**config.mk**
```make
export PLATFORM = sky130hd
export DESIGN_NAME = pixout_demux
export DESIGN_NICKNAME = d
export VERILOG_FILES = /design/src/rtl/pixout_pkg.sv /design/src/rtl/pixout_line.sv /design/src/rtl/pixout_route.sv /design/src/rtl/pixout_demux.sv
export SDC_FILE = /design/constraint.sdc
export NUM_CORES = 1
export LEC_CHECK = 0
export BUFFER_PORTS_ARGS = -buffer_cell sky130_fd_sc_hd__clkbuf_2
export CORE_MARGIN = 2
export CORE_UTILIZATION = 45
export CTS_CLUSTER_SIZE = 24
export DETAILED_ROUTE_END_ITERATION = 8
export GPL_TIMING_DRIVEN = 0
export HOLD_SLACK_MARGIN = 0.06
export PLACE_DENSITY = 0.78
export SYNTH_ARGS = -nofsm -noshare
export SYNTH_HDL_FRONTEND = slang
export SYNTH_HIERARCHICAL = 1
export SYNTH_SLANG_ARGS = --single-unit
```
**constraint.sdc**
```tcl
create_clock -name clk -period 2.05 [get_ports clk]
set_clock_uncertainty 0.05 [all_clocks]
set_input_delay 0.3075 -clock clk [delete_from_list [all_inputs] [get_ports clk]]
set_output_delay 0.3075 -clock clk [all_outputs]
set_load 0.01 [all_outputs]
```
**src/rtl/pixout_pkg.sv**
```systemverilog
package pixout_pkg;

    parameter int CH_W  = 8;
    localparam int PIX_W = 3 * CH_W;

    typedef logic [PIX_W-1:0] pix_t;

    typedef enum logic {
        SLOT_FIRST  = 1'b0,
        SLOT_SECOND = 1'b1
    } slot_e;

    typedef struct packed {
        logic dual;
        logic simul;
        logic swap;
        logic pack422;
    } mode_t;

    localparam mode_t MODE_RST = '{dual: 1'b1, simul: 1'b1, swap: 1'b0, pack422: 1'b0};

    typedef struct packed {
        pix_t  pix;
        slot_e slot;
        mode_t mode;
    } stage_t;

    // luma stays on green; chroma lane takes blue on first slot, red on second
    function automatic pix_t pack_pixel(input pix_t p, input logic pk, input slot_e s);
        pix_t r;
        if (!pk) begin
            r = p;
        end else begin
            r = '0;
            r[2*CH_W-1:CH_W] = p[2*CH_W-1:CH_W];
            r[CH_W-1:0] = (s == SLOT_FIRST) ? p[CH_W-1:0] : p[3*CH_W-1:2*CH_W];
        end
        return r;
    endfunction

endpackage

```
**src/rtl/pixout_line.sv**
```systemverilog
module pixout_line
    import pixout_pkg::*;
(
    input  logic   clk,
    input  logic   rst,
    input  logic   hsync_in,
    input  pix_t   pix_in,
    input  mode_t  mode_in,
    output stage_t stage_o
);

    pix_t  pix_q;
    logic  hs_q;
    logic  hs_prev_q;
    slot_e slot_q;
    mode_t mode_q;

    logic  lead;
    slot_e slot_cur;
    mode_t mode_eff;

    always_comb begin
        lead     = hs_q & ~hs_prev_q;
        slot_cur = lead ? SLOT_FIRST : slot_q;
        mode_eff = lead ? mode_in : mode_q;
        stage_o.pix  = pack_pixel(pix_q, mode_eff.pack422, slot_cur);
        stage_o.slot = slot_cur;
        stage_o.mode = mode_eff;
    end

    always_ff @(posedge clk) begin
        if (rst) begin
            pix_q     <= '0;
            hs_q      <= 1'b0;
            hs_prev_q <= 1'b0;
            slot_q    <= SLOT_FIRST;
            mode_q    <= MODE_RST;
        end else begin
            pix_q     <= pix_in;
            hs_q      <= hsync_in;
            hs_prev_q <= hs_q;
            slot_q    <= (slot_cur == SLOT_FIRST) ? SLOT_SECOND : SLOT_FIRST;
            mode_q    <= mode_eff;
        end
    end

endmodule

```
**src/rtl/pixout_route.sv**
```systemverilog
module pixout_route
    import pixout_pkg::*;
(
    input  logic             clk,
    input  logic             rst,
    input  stage_t           stage_i,
    output logic [PIX_W-1:0] porta_o,
    output logic [PIX_W-1:0] portb_o,
    output logic             upda_o,
    output logic             updb_o,
    output logic             hiz_o,
    output logic             dck_o
);

    localparam int NPORT = 2;

    pix_t hold_q;
    logic hiz_q;
    logic dck_q;
    pix_t pdat [NPORT];
    logic pupd [NPORT];
    logic pld  [NPORT];

    logic first_port;
    logic second_slot;
    logic pair_mode;

    always_comb begin
        first_port  = stage_i.mode.swap;
        second_slot = (stage_i.slot == SLOT_SECOND);
        pair_mode   = stage_i.mode.dual & stage_i.mode.simul;
    end

    for (genvar p = 0; p < NPORT; p++) begin : g_port
        logic ld;
        pix_t nx;
        pix_t q;
        logic u;

        always_comb begin
            ld = 1'b0;
            nx = q;
            if (!stage_i.mode.dual) begin
                if (p == 0) begin
                    ld = 1'b1;
                    nx = stage_i.pix;
                end
            end else if (!stage_i.mode.simul) begin
                if ((second_slot ^ first_port) == 1'(p)) begin
                    ld = 1'b1;
                    nx = stage_i.pix;
                end
            end else if (second_slot) begin
                ld = 1'b1;
                nx = (first_port == 1'(p)) ? hold_q : stage_i.pix;
            end
        end

        always_ff @(posedge clk) begin
            if (rst) begin
                q <= '0;
                u <= 1'b0;
            end else begin
                q <= nx;
                u <= ld;
            end
        end

        assign pdat[p] = q;
        assign pupd[p] = u;
        assign pld[p]  = ld;
    end

    always_ff @(posedge clk) begin
        if (rst) begin
            hold_q <= '0;
            hiz_q  <= 1'b0;
            dck_q  <= 1'b0;
        end else begin
            if (pair_mode && !second_slot) begin
                hold_q <= stage_i.pix;
            end
            hiz_q <= ~stage_i.mode.dual;
            dck_q <= pld[0] | pld[1];
        end
    end

    assign porta_o = pdat[0];
    assign portb_o = pdat[1];
    assign upda_o  = pupd[0];
    assign updb_o  = pupd[1];
    assign hiz_o   = hiz_q;
    assign dck_o   = dck_q;

endmodule

```
**src/rtl/pixout_demux.sv**
```systemverilog
module pixout_demux
    import pixout_pkg::*;
(
    input  logic             clk,
    input  logic             rst,
    input  logic             cfg_dual,
    input  logic             cfg_simul,
    input  logic             cfg_swap,
    input  logic             cfg_pack422,
    input  logic             hsync_in,
    input  logic [PIX_W-1:0] pix_in,
    output logic [PIX_W-1:0] porta_data,
    output logic [PIX_W-1:0] portb_data,
    output logic             porta_upd,
    output logic             portb_upd,
    output logic             portb_hiz,
    output logic             dck_tick
);

    mode_t  mode_in;
    stage_t stage;

    always_comb begin
        mode_in.dual    = cfg_dual;
        mode_in.simul   = cfg_simul;
        mode_in.swap    = cfg_swap;
        mode_in.pack422 = cfg_pack422;
    end

    pixout_line u_line (
        .clk      (clk),
        .rst      (rst),
        .hsync_in (hsync_in),
        .pix_in   (pix_in),
        .mode_in  (mode_in),
        .stage_o  (stage)
    );

    pixout_route u_route (
        .clk     (clk),
        .rst     (rst),
        .stage_i (stage),
        .porta_o (porta_data),
        .portb_o (portb_data),
        .upda_o  (porta_upd),
        .updb_o  (portb_upd),
        .hiz_o   (portb_hiz),
        .dck_o   (dck_tick)
    );

endmodule

```
# Word level (Yosys, flattened, before mapping)
# Cells that the tools add are included.
[op_classes] eq_ne=3 mux=21 bitwise=6 n_reduce_logical=5
[ops] op="$mux W24" count=10
[ops] op="$mux W1" count=9
[ops] op="$mux W8" count=1
[ops] op="$mux W4" count=1
[ops] op="$ne A3 B2 Y1 const B" count=1
[ops] op="$ne A3 B3 Y1 const B" count=1
[ops] op="$reduce_and A3 Y1" count=1
[ops] op="$and A1 B1 Y1" count=2
[ops] op="$ne A2 B1 Y1 const B" count=1
[ops] op="$not A1 Y1" count=2
[ops] op="$reduce_and A2 Y1" count=1
[ops] op="$reduce_bool A2 Y1" count=1
[ops] op="$logic_and A1 B1 Y1" count=1
[ops] op="$logic_not A1 Y1" count=1
[ops] op="$or A1 B1 Y1" count=1
[ops] op="$xor A1 B1 Y1" count=1
[totals] regBits=107 input_bits=31 out_inout_bits=52

# Depth between registers and ports, before layout
[depth] ltp_word=9 depth_mapped=9 mapped_depth_nobuf=5

# Modules after synthesis
# Netlist, hierarchy kept.
[by_module_without_submodules] module="pixout_route" n_inst=1 cells_per_inst=377 area_each_um2=3335.7
[by_module_without_submodules] module="pixout_line" n_inst=1 cells_per_inst=100 area_each_um2=1159.9

# Worst setup path after synthesis
# No wires, ideal clock.
[synth_timing] path_kind="flip-flop to flip-flop" start="register u_line.hs_prev_q" end="register u_route.g_port[1].q[10] (netlist: u_route/portb_o[10])" setup_ns=0.091 arrival_time_ns=1.833 t_required_ns=1.909 setup_slack_ns=0.076 path_stages_with_launch=10 path_cell_list="dfxtp_1 -> nand2b_1 -> buf_6 -> mux2_2 -> buf_6 -> and4bb_1 -> buf_6 -> a21o_4 -> buf_6 -> a311oi_1"
[synth_lines] element="from (decl)" line="pixout_line.sv:14" rtl="logic hs_prev_q;"
[synth_lines] element="from (signal assigned)" line="pixout_line.sv:41" rtl="hs_prev_q <= hs_q;"
[synth_lines] element="to (signal assigned)" line="pixout_route.sv:64" rtl="q <= nx;"
[synth_lines] element="to (decl)" line="pixout_route.sv:37" rtl="pix_t q;"

==> results.md <==
- Status: finished with violations
- Failing checks: setup timing
- Routed wl met3: 1.219 mm
- Crit Path Category: reg -> reg
- Reg power frac: 0.472
- Clock Power Share: 0.265
- CTS sink count: 107
- Unrepaired setup endpoints after global routing: true
- Met2 wire len: 6.912 mm
- Path depth of the worst reg2reg path: 7
- Max Cap Viol: 0
- Final hold vios: 0
- Reg clk slew, reported paths: 0.10 ns
- Routed WL: 13.66 mm
- Core area: 9729 sq um
- Clock latency on the worst-skew pair: 0.37 ns
- Highest routed metal layer: met4
- Final setup fails: 18
- Total grt overflow: 0
- Synth Instances: 476
- Actual slew at the worst max-slew pin: 0.6841 ns
- Pwr Density: 825.2 nW/um^2
- Die area: 10800 sq um
- Sw Share: 0.3012
- DR WL/cell: 18.87 microns
- Rel. slew slack: 0.5439
- Final #Nets: 617
- Area growth from synthesis to layout: 36.04%
- Initial antenna violation count: 0
- Int Pwr: 3.523 mW
- Clock tree buffer depth: 2
- Met1 WL: 5.188 mm
- Logic pwr share: 0.263
- Largest net degree at the start of global routing: 17
- CP startpoint kind: flip-flop
- Post-Syn Nets: 507
- Terminus of the critical flop-to-flop path: u_route/porta_o[23]
- Hold-critical path depth: 2
- Global-route wire length before repair: 19.30 mm
- Hold crit path type: in -> reg
- Synthesized area per cell: 9.437 sq um
- CP Data Required Time: 2.25 ns
- Pwr Total: 5.042 mW
- Routed vias: 4236
- Die Y-Extent: 103.9 microns
- All-Layer GR Usage: 0.2220
- Share of cells above drive strength 1: 0.4146
- Die Width: 103.9 microns
- Max Clk Rate: 464.7 MHz
- Row count: 36
- Antenna diodes: 0
- Arrival time at the worst endpoint: 2.36 ns
- Iteration-0 DRC Markers: 411
- R2r setup slk: -0.10 ns
- Number of port buffers: 82
- Design Area, Final: 6111 sq um
- Crit path setup slack, layout: -0.1020 ns
- H-tree levels: 3
- Final Cycle Share: 1.050
- Synthesized area: 4492 sq um
- Placed inst area: 5069 sq um
- Crit Path Max Fanout: 10
- Antenna viol nets, final: 0
- Number of global-route vias before repair: 3984
- Final setup TNS: -0.3482 ns
- Root Driver: clkbuf_8
- Fin crit period: 2.152 ns
- Warnings from Yosys: 6
- CTS tree: yes
- Boundary Pins: 83
- Peak VDD IR: 0.5102 mV
- R2R Path Start: u_line/hs_prev_q
- Post-detail-place hpwl: 8.296 mm
- Critical Path End Type: flip-flop
- TritonCTS Buffers: 9
- Initial core utilization: 0.4617
- Detailed Routing Iterations Pass 1: 5
- GP Congestion: 0.8516
- Hold Crit Start: pix_in[18]
- Slew Viols, Final: 0
- WHS Endpoint: u_line/pix_q[18]
- P_sw: 1.519 mW
- Lkg Pwr: 2.401 nW
- Vias per cell: 5.851
- Detailed-route DRC error count: 0
layer usage:
layer	vias to the layer above	GRT usage
li1	1923	-
met5	-	0
met1	2013	0.2644
met4	0	0.09459
met2	259	0.3741
met3	41	0.06391
final cells by class:
class / count / area [sq um]
Buffer: 52 / 402.9
Clock buffer: 13 / 158.9
Clock inverter: 3 / 46.29
Fill cell: 786 / 3618
Inverter: 2 / 7.507
Multi-Input combinational cell: 309 / 2471
Sequential cell: 107 / 2143
Tap cell: 133 / 166.4
Timing Repair Buffer: 105 / 714.4
power by group through the flow:
| stage | Sequential (mW) | Combinational [mW] | Clock (mW) |
|---|---|---|---|
| floorplan | 2.43 | 0.558 | 0 |
| global placement | 2.41 | 0.880 | 0 |
| detailed placement | 2.41 | 0.907 | 0 |
| CTS | 2.36 | 1.05 | 1.34 |
| global route | 2.40 | 1.40 | 1.43 |
| finish | 2.38 | 1.33 | 1.33 |
state kept, by name, indices dropped and copies added (netlist names):
name              count
u_line/hs_prev_q      1
u_route/portb_o      24
u_line/hs_q           1
u_route/upda_o        1
u_line/pix_q         24
u_route/updb_o        1
u_line/mode_q         4
u_route/hiz_o         1
u_route/dck_o         1
u_route/hold_q       24
u_route/porta_o      24
u_line/slot_q         1
per-stage QoR:
step                instances  utilization  hold slack [ns]  setup WS, ns
floorplan                 476            -           0.3291       0.07612
global placement          691       0.5210           0.4050       -0.1236
detailed placement        691       0.5210           0.4121       -0.2050
CTS                       717       0.5768          0.07904      -0.03890
global route              724       0.6281          0.07500       -0.1431
finish                    724       0.6281          0.08553       -0.1020
worst max-delay path by stage:
stage / start / endpoint / cells after the start
global placement: u_line/hs_prev_q / u_route/porta_o[4] / 8
finish: u_line/hs_prev_q / u_route/porta_o[23] / 7
detailed placement: u_line/hs_prev_q / u_route/porta_o[20] / 8
global route: u_line/hs_prev_q / u_route/porta_o[23] / 7
CTS: u_line/hs_prev_q / u_route/porta_o[9] / 10
floorplan: u_line/hs_prev_q / u_route/portb_o[10] / 9
placed cells by master, fill, tap and decap left out, types with 11 or more instances in the layout:
cell type  count
clkbuf_2      85
a211oi_2      17
mux2i_1       15
a311oi_2      17
and2_1        11
a21oi_1       34
nor2b_1       27
nand3_1       24
dfxtp_1      106
a21oi_2       14
clkbuf_1      18
buf_4         28
clkbuf_8      12
mux2_4        11
nand2_1       73
o41ai_1       15
critical path, cell delays in order (launching register included):
cell      delay (ns)
dfxtp_1         0.32
nand2b_4        0.16
mux2_4          0.34
buf_6           0.13
o21a_4          0.22
clkbuf_1        0.28
o41ai_1         0.48
a21oi_2         0.05
repair_timing:
| item | in CTS | in global routing |
|---|---|---|
| gates cloned | 1 | 5 |
| gates resized for setup | 57 | 85 |
| hold buffers | 0 | 0 |
| pin swaps | 2 | 14 |
| buffers inserted | 10 | 7 |
| setup endpoints to repair | 61 | 66 |
(Power assumes the default switching activity.)
